===== config.mk =====
export PLATFORM = sky130hd
export DESIGN_NAME = rob_part_sizer
export DESIGN_NICKNAME = d
export VERILOG_FILES = /design/src/rtl/rsz_pkg.sv /design/src/rtl/rsz_tick.sv /design/src/rtl/rsz_occ_avg.sv /design/src/rtl/rsz_part_dec.sv /design/src/rtl/rob_part_sizer.sv
export SDC_FILE = /design/constraint.sdc
export NUM_CORES = 1
export LEC_CHECK = 0
export BUFFER_PORTS_ARGS = -buffer_cell sky130_fd_sc_hd__buf_2
export CORE_MARGIN = 1
export CORE_UTILIZATION = 57
export DETAILED_ROUTE_END_ITERATION = 8
export GPL_ROUTABILITY_DRIVEN = 0
export PLACE_DENSITY_LB_ADDON = 0.12
export SYNTH_ARGS = -nofsm -noshare
export SYNTH_HDL_FRONTEND = slang
export SYNTH_SLANG_ARGS = --single-unit

===== constraint.sdc =====
create_clock -name clk -period 4.26 [get_ports clk]
set_clock_uncertainty 0.05 [all_clocks]
set_input_delay 0.426 -clock clk [delete_from_list [all_inputs] [get_ports clk]]
set_output_delay 0.426 -clock clk [all_outputs]
set_load 0.01 [all_outputs]

===== src/rtl/rsz_pkg.sv =====
package rsz_pkg;
    typedef enum logic [1:0] {
        RSZ_HOLD   = 2'd0,
        RSZ_GROW   = 2'd1,
        RSZ_SHRINK = 2'd2
    } rsz_act_e;
endpackage


===== src/rtl/rsz_tick.sv =====
module rsz_tick #(
    parameter int SP = 4,
    parameter int UP = 16
) (
    input  logic clk,
    input  logic rst_n,
    output logic sample_o,
    output logic period_end_o
);
    localparam int SP_W = (SP > 1) ? $clog2(SP) : 1;
    localparam int UP_W = (UP > 1) ? $clog2(UP) : 1;

    typedef struct packed {
        logic [SP_W-1:0] sp;
        logic [UP_W-1:0] up;
    } tick_t;

    tick_t st_d, st_q;

    always_comb begin
        st_d    = st_q;
        st_d.sp = st_q.sp + SP_W'(1);
        st_d.up = st_q.up + UP_W'(1);
    end

    always_ff @(posedge clk or negedge rst_n) begin
        if (!rst_n) st_q <= '0;
        else        st_q <= st_d;
    end

    assign sample_o     = (st_q.sp == SP_W'(SP - 1));
    assign period_end_o = (st_q.up == UP_W'(UP - 1));

    // the window always closes on a sampling cycle
    p_end_on_sample_r4: assert property (@(posedge clk) disable iff (!rst_n)
        period_end_o |-> sample_o);
endmodule


===== src/rtl/rsz_occ_avg.sv =====
module rsz_occ_avg #(
    parameter int CNT_W   = 6,
    parameter int NS      = 4,
    parameter int LOG_PD  = 3,
    parameter int PCNT_W  = 3
) (
    input  logic              clk,
    input  logic              rst_n,
    input  logic              sample_i,
    input  logic              period_end_i,
    input  logic [CNT_W-1:0]  occ_i,
    output logic [PCNT_W-1:0] target_o
);
    localparam int LOG_NS = (NS > 1) ? $clog2(NS) : 0;
    localparam int ACC_W  = CNT_W + LOG_NS;
    localparam int PD     = 1 << LOG_PD;

    logic [ACC_W-1:0] acc_d, acc_q;
    logic [ACC_W-1:0] sum;
    logic [CNT_W:0]   avg;
    logic [CNT_W:0]   parts;

    always_comb begin
        sum   = acc_q + ACC_W'(occ_i);
        avg   = (CNT_W + 1)'(sum >> LOG_NS);
        parts = (avg + (CNT_W + 1)'(PD - 1)) >> LOG_PD;
        if (parts == '0) target_o = PCNT_W'(1);
        else             target_o = PCNT_W'(parts);
        acc_d = acc_q;
        if (period_end_i)  acc_d = '0;
        else if (sample_i) acc_d = sum;
    end

    always_ff @(posedge clk or negedge rst_n) begin
        if (!rst_n) acc_q <= '0;
        else        acc_q <= acc_d;
    end

    // occupancy outside sampling cycles leaves the sum untouched
    p_acc_idle_r3: assert property (@(posedge clk) disable iff (!rst_n)
        !sample_i |=> (acc_q == $past(acc_q)));
endmodule


===== src/rtl/rsz_part_dec.sv =====
module rsz_part_dec #(
    parameter int NPART  = 4,
    parameter int PCNT_W = 3
) (
    input  logic [PCNT_W-1:0] active_i,
    output logic [NPART-1:0]  part_en_o
);
    for (genvar p = 0; p < NPART; p++) begin : g_en
        assign part_en_o[p] = (active_i > PCNT_W'(p));
    end

    // number of enabled partitions matches the count
    always_comb begin
        p_thermo_r2: assert ($countones(part_en_o) == int'(active_i));
    end
endmodule


===== src/rtl/rob_part_sizer.sv =====
module rob_part_sizer #(
    parameter int NPART      = 4,
    parameter int PART_DEPTH = 8,
    parameter int SP         = 4,
    parameter int UP         = 16,
    parameter int OT         = 4,
    localparam int DEPTH  = NPART * PART_DEPTH,
    localparam int CNT_W  = $clog2(DEPTH + 1),
    localparam int PTR_W  = $clog2(DEPTH),
    localparam int PCNT_W = $clog2(NPART + 1)
) (
    input  logic              clk,
    input  logic              rst_n,
    input  logic [CNT_W-1:0]  occ_i,
    input  logic              full_stall_i,
    input  logic [PTR_W-1:0]  head_i,
    input  logic [PTR_W-1:0]  tail_i,
    output logic [PCNT_W-1:0] active_o,
    output logic [NPART-1:0]  part_en_o
);
    import rsz_pkg::*;

    localparam int LOG_PD = $clog2(PART_DEPTH);
    localparam int NS     = UP / SP;
    localparam int OVF_W  = $clog2(OT + 3);
    localparam int LIM_W  = PCNT_W + LOG_PD;

    typedef struct packed {
        logic [PCNT_W-1:0] active;
        logic [OVF_W-1:0]  ovf;
    } ctl_t;

    ctl_t ctl_d, ctl_q;

    logic              sample, period_end;
    logic [PCNT_W-1:0] target;
    logic [OVF_W-1:0]  ovf_inc;
    logic [LIM_W-1:0]  limit;
    logic              live_clear;
    rsz_act_e          act;

    rsz_tick #(.SP(SP), .UP(UP)) u_tick (
        .clk(clk), .rst_n(rst_n),
        .sample_o(sample), .period_end_o(period_end)
    );

    rsz_occ_avg #(.CNT_W(CNT_W), .NS(NS), .LOG_PD(LOG_PD), .PCNT_W(PCNT_W)) u_avg (
        .clk(clk), .rst_n(rst_n),
        .sample_i(sample), .period_end_i(period_end),
        .occ_i(occ_i), .target_o(target)
    );

    always_comb begin
        ctl_d      = ctl_q;
        ovf_inc    = ctl_q.ovf + OVF_W'(full_stall_i);
        limit      = LIM_W'(target) << LOG_PD;
        live_clear = (occ_i == '0) ||
                     ((tail_i > head_i) && (LIM_W'(tail_i) <= limit));
        act = RSZ_HOLD;
        if ((ovf_inc > OVF_W'(OT)) && (ctl_q.active < PCNT_W'(NPART)))
            act = RSZ_GROW;
        else if (period_end && (target < ctl_q.active) && live_clear)
            act = RSZ_SHRINK;

        case (act)
            RSZ_GROW:   ctl_d.active = ctl_q.active + PCNT_W'(1);
            RSZ_SHRINK: ctl_d.active = target;
            default:    ctl_d.active = ctl_q.active;
        endcase

        if (act == RSZ_GROW || period_end) ctl_d.ovf = '0;
        else if (ovf_inc > OVF_W'(OT))     ctl_d.ovf = OVF_W'(OT + 1);
        else                               ctl_d.ovf = ovf_inc;
    end

    always_ff @(posedge clk or negedge rst_n) begin
        if (!rst_n) begin
            ctl_q.active <= PCNT_W'(NPART);
            ctl_q.ovf    <= '0;
        end else begin
            ctl_q <= ctl_d;
        end
    end

    assign active_o = ctl_q.active;

    rsz_part_dec #(.NPART(NPART), .PCNT_W(PCNT_W)) u_dec (
        .active_i(ctl_q.active), .part_en_o(part_en_o)
    );

    p_range_r9: assert property (@(posedge clk) disable iff (!rst_n)
        (ctl_q.active >= PCNT_W'(1)) && (ctl_q.active <= PCNT_W'(NPART)));

    p_grow_step_r7: assert property (@(posedge clk) disable iff (!rst_n)
        (ctl_q.active > $past(ctl_q.active)) |->
        (ctl_q.active == $past(ctl_q.active) + PCNT_W'(1)));

    p_shrink_at_end_r4: assert property (@(posedge clk) disable iff (!rst_n)
        (ctl_q.active < $past(ctl_q.active)) |-> $past(period_end));

    p_ovf_clear_r8: assert property (@(posedge clk) disable iff (!rst_n)
        period_end |=> (ctl_q.ovf == '0));
endmodule


==> results of run 1 <==
[logic make-up (layout without fill, tap and decap cells)]
kind of cell / count (synthesis) / count (layout) / share of synthesized area
compound gates: 43 / 43 / 0.181
buf+inv: 31 / 64 / 0.0791
fa+ha+maj: 24 / 24 / 0.177
flops: 20 / 20 / 0.288
simple gates: 68 / 68 / 0.198
xor+xnor: 7 / 7 / 0.0353
mux: 7 / 7 / 0.0417
[metal layers]
layer | wire length (um) | part of all wire | GRT usage | vias up
met1 | 1640 | 0.45 | 0.293 | 712
met4 | 46 | 0.013 | 0.0488 | 0
met3 | 159 | 0.044 | 0.0522 | 7
li1 | - | - | - | 767
met2 | 1810 | 0.49 | 0.398 | 47
met5 | 0 | 0 | 0 | -
[repair_timing]
action	CTS	global route
hold buffers	1	0
buffers inserted	0	7
setup endpoints to repair	0	3
endpoints found under the hold margin	2	0
resized for setup	0	17
[stage by stage]
stage	TNS, ns	util	worst slack (ns)	hold slack, ns
after floorplan	0	-	0.276	0.0804
after global placement	-0.0243	0.665	-0.0134	0.332
after detailed placement	-0.371	0.665	-0.142	0.340
after CTS	0	0.682	0.0216	0.413
after global routing	-0.880	0.730	-0.316	0.432
final	-0.114	0.730	-0.0595	0.408
[flip-flops by register name, summed over array words and instances, names as in the netlist]
name / flops
u_tick.st_q: 6
ctl_q: 3
active_o: 3
u_avg.acc_q: 8
[worst reg2reg max path, cell delays in order (launching register included)]
cell and delay [ns]:
dfrtp_1 0.38, ha_2 0.20, inv_2 0.04, fa_2 0.39, nand2b_4 0.16, a2111o_1 0.45
o311ai_4 0.13, nor4_2 0.07, nor4_1 0.32, or2_4 0.20, inv_4 0.04, ha_4 0.24
nand3b_1 0.11, o32ai_4 0.29, nor2_1 0.09, and2_1 0.15, a221oi_2 0.25, nand3_1 0.12
a21oi_2 0.22, buf_4 0.14, nand4_1 0.09, o221ai_1 0.11
[placed cells by master (no fill, tap or decap), types with 5 or more instances in the layout]
master   synthesis  final
buf_4            3     11
buf_2            2     25
a21oi_1         11     11
o21ai_0          6      6
inv_1           23     21
nor2_1          18     18
dfrtp_1         19     19
xnor2_1          5      5
nor2b_1          7      7
mux2i_1          5      5
ha_1            23     20
nand2_1         14     14
[cell type report]
class,count,area (um^2)
Clock buffer,4,36.3
Fill cell,218,764
Inverter,23,88.8
Multi-Input combinational cell,149,1180
Sequential cell,20,502
Tap cell,31,38.8
Timing Repair Buffer,37,218
[power by group]
part	internal, W	total (W)	switching (W)
sequential	0.000206	0.000223	0.0000172
clock	0.0000522	0.000109	0.0000566
combinational	0.0000858	0.000194	0.000108
total	0.000344	0.000526	0.000182
[worst max path at each step]
stage                              endpoint                  startpoint  slack [ns]  cells past startpoint
finish              active_o[1]$_DFFE_PN0P_  u_avg.acc_q[0]$_DFFE_PN0P_       -0.06                     21
global route        active_o[1]$_DFFE_PN0P_  u_avg.acc_q[0]$_DFFE_PN0P_       -0.32                     21
CTS                 active_o[1]$_DFFE_PN0P_  u_avg.acc_q[0]$_DFFE_PN0P_        0.02                     19
detailed placement  active_o[1]$_DFFE_PN0P_                    occ_i[0]       -0.14                     20
global placement    active_o[0]$_DFFE_PN0P_                    occ_i[0]       -0.01                     20
floorplan           active_o[0]$_DFFE_PN0P_                    occ_i[0]        0.28                     20
==> out/metrics.csv, run 1 <==
stage,metric,value,unit
run_status,status,finished with violations,
run_status,violations,"design-rule violations, negative setup slack",
hold_path,min_path_cells,1,
floorplan,ios,26,
logic_synthesis,ys_ff_latch,20,
cts,clockRootBuffer,clkbuf_4,
placed_design,post-dp-hpwl,2720,um
cts,cts_buffers,3,
floorplan,start_util,0.615,
cts,h-tree-depth,1,
grt,antenna_found_initial,0,
logic_synthesis,synth_common_cells,"23 x ha_1, 23 x inv_1, 19 x dfrtp_1",
worst_setup_path,crit_fanout,5,
drt,dr.pass1.iters,6,
worst_setup_path,worst_setup_path_end_kind,flop,
final_layout,finalNonFillerCells,264,
grt,grt_overflow,0,
grt,grt_max_degree,21,
drt,wire_per_inst,13.8,um
drt,vias,1533,
drt,first_iter_violations,60,
drt,postRouteAntennaNets,0,
final_layout,layout-drive-gt1-share,0.258,
worst_setup_path,cp_top_family,compound AO/OA/AOI/OAI gates,
logic_synthesis,yosys_warnings,0,
cts,clkTransAtPathRegs,0.11,ns
sta,worst_pin_slew,0.491,ns
sta,min_period,4.32,ns
worst_setup_path,path_buf_inv,3,
sta,max_freq,232,MHz
final_layout,fin_nets,277,
flow_run,drv_cap,0,
sta,setup_viol,3,
logic_synthesis,synth_fp_nets,243,
drt,viasPerCell,5.81,
grt,grt_use_total,0.229,
hold_path,hold_end,u_tick.st_q[0]$_DFF_PN0_,
drt,drt-total-wl,3660,um
worst_setup_path,arrival,4.49,ns
grt,grt_pass1_wl,5890,um
power,power_leakage,1.06,nW
logic_synthesis,syn-mean-instance-area,8.70,um^2
worst_setup_path,worstSetupPathType,reg2reg,
worst_setup_path,reg2regPathDepth,21,
floorplan,die_width,57.2,um
floorplan,core-area,2830,um^2
worst_setup_path,worstPathRequired,4.43,ns
power,p_total,0.000526,W
worst_setup_path,cp_slowest_cell,a2111o_1,
sta,hold_viol,0,
logic_synthesis,synthDistinctLibCells,47,
cts,clockBufferDepth,2,
worst_setup_path,worstReg2RegStart,u_avg.acc_q[0]$_DFFE_PN0P_,
cts,cts_tree,built,
drt,drc,3,
logic_synthesis,synth_top_area_cell,dfrtp_1,
worst_setup_path,slowest_delay,0.45,ns
power,power_density,255,nW/um^2
placed_design,port_buffers,25,
logic_synthesis,yosysTopAreaCellShare,0.273,
placed_design,placed_cells,252,
logic_synthesis,seq_area_frac_synth,0.288,
worst_setup_path,cp-start-kind,flop,
final_layout,antennaDiodeCount,0,
cts,clk_latency,0.30,ns
cts,cts_sinks,20,
floorplan,die_area,3280,um^2
final_layout,stdcell_area,2060,um^2
hold_path,min_from,u_tick.st_q[0]$_DFF_PN0_,
sta,rsz0062_at_grt,yes,
logic_synthesis,ys.flop_type,dfrtp_1,
final_layout,area_delta_synth_final,18.7,%
worst_setup_path,r2r_slack,-0.06,ns
grt,grt_pass1_vias,1402,
placed_design,place_area,1880,um^2
logic_synthesis,synth-edff-count,0,
sta,slew_headroom,0.671,
logic_synthesis,ys_async_sr_fraction,1.00,
sta,min_period_over_period,1.01,
logic_synthesis,yosys-top-cells-area,"dfrtp_1 27%, ha_1 17%, inv_1 5.0%",
worst_setup_path,r2r-end,active_o[1]$_DFFE_PN0P_,
floorplan,row_count,19,
logic_synthesis,synth_area,1740,um^2
hold_path,hp-class,reg2reg,
sta,maxSlewViolCount,0,
logic_synthesis,synthCells,200,
worst_setup_path,path_cells,"ha_2, inv_2, fa_2, nand2b_4, a2111o_1, o311ai_4, nor4_2, nor4_1, or2_4, inv_4, ha_4, nand3b_1, o32ai_4, nor2_1, and2_1, a221oi_2, nand3_1, a21oi_2, buf_4, nand4_1, o221ai_1",
sta,setup_ws,-0.0595,ns
power,ir_drop,263,uV
floorplan,die_h,57.2,um
No activity file was read; power rests on OpenSTA's default activity.
==> run 2: changes to the inputs <==
--- a/config.mk
+++ b/config.mk
@@ -7,7 +7,7 @@
 export LEC_CHECK = 0
 export BUFFER_PORTS_ARGS = -buffer_cell sky130_fd_sc_hd__buf_2
 export CORE_MARGIN = 1
-export CORE_UTILIZATION = 57
+export CORE_UTILIZATION = 55
 export DETAILED_ROUTE_END_ITERATION = 8
 export GPL_ROUTABILITY_DRIVEN = 0
 export PLACE_DENSITY_LB_ADDON = 0.12
==> run 2 against run 1 <==
  * The flow finishes with violations (negative hold slack)
  * Final cell count is 3.4% higher
  * Critical path depth stayed put
  * Total power is 0.22% higher
  * Hold slack worse by 0.41 ns
  * Sequential share of layout area is 0.48 points higher
  * Largest cell class unchanged
==> out/metrics.csv, run 2 (synthesized netlist as in run 1, its figures left out) <==
stage,metric,value,unit
sta,worst_pin_slew,0.536,ns
cts,cts_sinks,20,
cts,cts_hold_buffers,0,
final_layout,mostFrequentLayoutCells,"25 x buf_2, 21 x inv_1, 19 x ha_1, 19 x dfrtp_1, 18 x nor2_1",
final_layout,fin_nets,273,
floorplan,core-area,3030,um^2
flow_run,drv_cap,0,
final_layout,largest-register,u_avg.acc_q,
sta,slew_headroom,0.640,
sta,rsz0062_at_grt,yes,
grt,grt_pass1_vias,1362,
final_layout,layout-drive-gt1-share,0.245,
final_layout,final_common_cell,buf_2,
placed_design,port_buffers,25,
grt,grt_max_degree,21,
sta,min_period_over_period,0.981,
worst_setup_path,r2r-end,active_o[1]$_DFFE_PN0P_,
power,power_density,261,nW/um^2
floorplan,start_util,0.574,
run_status,violations,negative hold slack,
placed_design,post-dp-hpwl,2900,um
grt,grt_pass1_wl,5870,um
worst_setup_path,reg2regPathDepth,21,
power,p_total,0.000527,W
worst_setup_path,arrival,4.35,ns
grt,antenna_found_initial,0,
final_layout,area_delta_synth_final,16.4,%
final_layout,largest_registers,"u_avg.acc_q x8, u_tick.st_q x6",
drt,drc,0,
placed_design,place_area,1900,um^2
cts,h-tree-depth,1,
sta,hold_slack,-0.00172,ns
drt,wire_per_inst,14.3,um
final_layout,multi_input_area,1160,um^2
floorplan,row_count,20,
worst_setup_path,worst_setup_path_end_kind,flop,
worst_setup_path,worstPathRequired,4.43,ns
final_layout,largest_reg_flops,8,
floorplan,die_h,58.2,um
power,ir_drop,193,uV
worst_setup_path,crit_fanout,4,
drt,viasPerCell,5.62,
hold_path,hp-class,in2async,
cts,cts_buffers,3,
sta,maxSlewViolCount,0,
worst_setup_path,cp-start-kind,flop,
drt,dr.pass1.iters,4,
drt,first_iter_violations,34,
final_layout,antennaDiodeCount,0,
cts,clk_latency,0.30,ns
final_layout,stdcell_area,2020,um^2
power,power_leakage,1.03,nW
drt,postRouteAntennaNets,0,
floorplan,die_area,3390,um^2
grt,grt_overflow,0,
cts,clockBufferDepth,2,
final_layout,num-fill-cells,245,
sta,max_freq,239,MHz
cts,clkTransAtPathRegs,0.11,ns
drt,vias,1535,
sta,setup_viol,0,
drt,drt-total-wl,3900,um
worst_setup_path,worstSetupPathType,reg2reg,
worst_setup_path,r2r_slack,0.08,ns
sta,min_period,4.18,ns
cts,clockRootBuffer,clkbuf_4,
floorplan,die_width,58.2,um
final_layout,seq_area,502,um^2
final_layout,fin_util,0.669,
cts,cts_tree,built,
floorplan,ios,26,
grt,grt_use_total,0.224,
worst_setup_path,worstReg2RegStart,u_avg.acc_q[0]$_DFFE_PN0P_,
sta,hold_viol,2,
run_status,status,finished with violations,
==> run 2: area by class of cell <==
cell class	instances	area share
flip-flops and latches	20	0.248
well taps	44	0.0272
inverters	23	0.0426
multi-input cells	149	0.573
repair buffers	33	0.0915
clock buffers	4	0.0179
==> run 2: worst max-delay path by stage <==
| stage | start | endpoint | cells after the start |
|---|---|---|---|
| detailed placement | occ_i[0] | active_o[1]$_DFFE_PN0P_ | 20 |
| finish | u_avg.acc_q[0]$_DFFE_PN0P_ | active_o[1]$_DFFE_PN0P_ | 21 |
| CTS | u_avg.acc_q[0]$_DFFE_PN0P_ | active_o[1]$_DFFE_PN0P_ | 19 |
| global placement | occ_i[0] | active_o[0]$_DFFE_PN0P_ | 20 |
| floorplan | occ_i[0] | active_o[0]$_DFFE_PN0P_ | 20 |
| global route | u_avg.acc_q[0]$_DFFE_PN0P_ | active_o[1]$_DFFE_PN0P_ | 21 |
==> run 2: critical path, stage by stage, from the launching register on <==
cell,delay [ns]
dfrtp_1,0.37
ha_2,0.18
inv_2,0.04
fa_2,0.34
nand2b_4,0.17
a2111o_1,0.38
o311ai_2,0.10
nor4_1,0.09
nor4_1,0.32
or2_4,0.19
inv_2,0.04
ha_4,0.26
nand3b_1,0.13
o32ai_4,0.31
nor2_1,0.08
and2_1,0.17
a221oi_2,0.21
nand3_1,0.12
a21oi_2,0.20
buf_4,0.14
nand4_1,0.09
o221ai_1,0.11
==> run 2: metal layers <==
layer / global-route usage / share of wire / wire length (um) / vias up
met5: 0 / 0 / 0 / -
met1: 0.271 / 0.43 / 1660 / 708
met2: 0.409 / 0.52 / 2010 / 52
li1: - / - / - / 764
met3: 0.0424 / 0.042 / 163 / 11
met4: 0.0510 / 0.017 / 65 / 0
==> run 2: where the power goes <==
| group | internal (W) | switching (W) |
|---|---|---|
| clock network | 0.0000521 | 0.0000564 |
| logic | 0.0000859 | 0.000110 |
| registers | 0.000206 | 0.0000164 |
==> run 2: metrics by stage <==
step | setup TNS [ns] | cells | worst slack (ns) | hold WS, ns
after floorplan | 0 | 200 | 0.276 | 0.0804
after global placement | 0 | 265 | 0.0376 | 0.336
after detailed placement | -0.415 | 265 | -0.159 | 0.345
after CTS | 0 | 269 | 0.0195 | 0.0110
after global routing | -0.527 | 273 | -0.197 | 0.0221
final | 0 | 273 | 0.0807 | -0.00172
==> run 2: what timing repair did <==
action,in CTS,in global routing
setup endpoints to repair,0,3
hold endpoints to repair,0,0
setup buffers,0,4
resized for setup,0,15
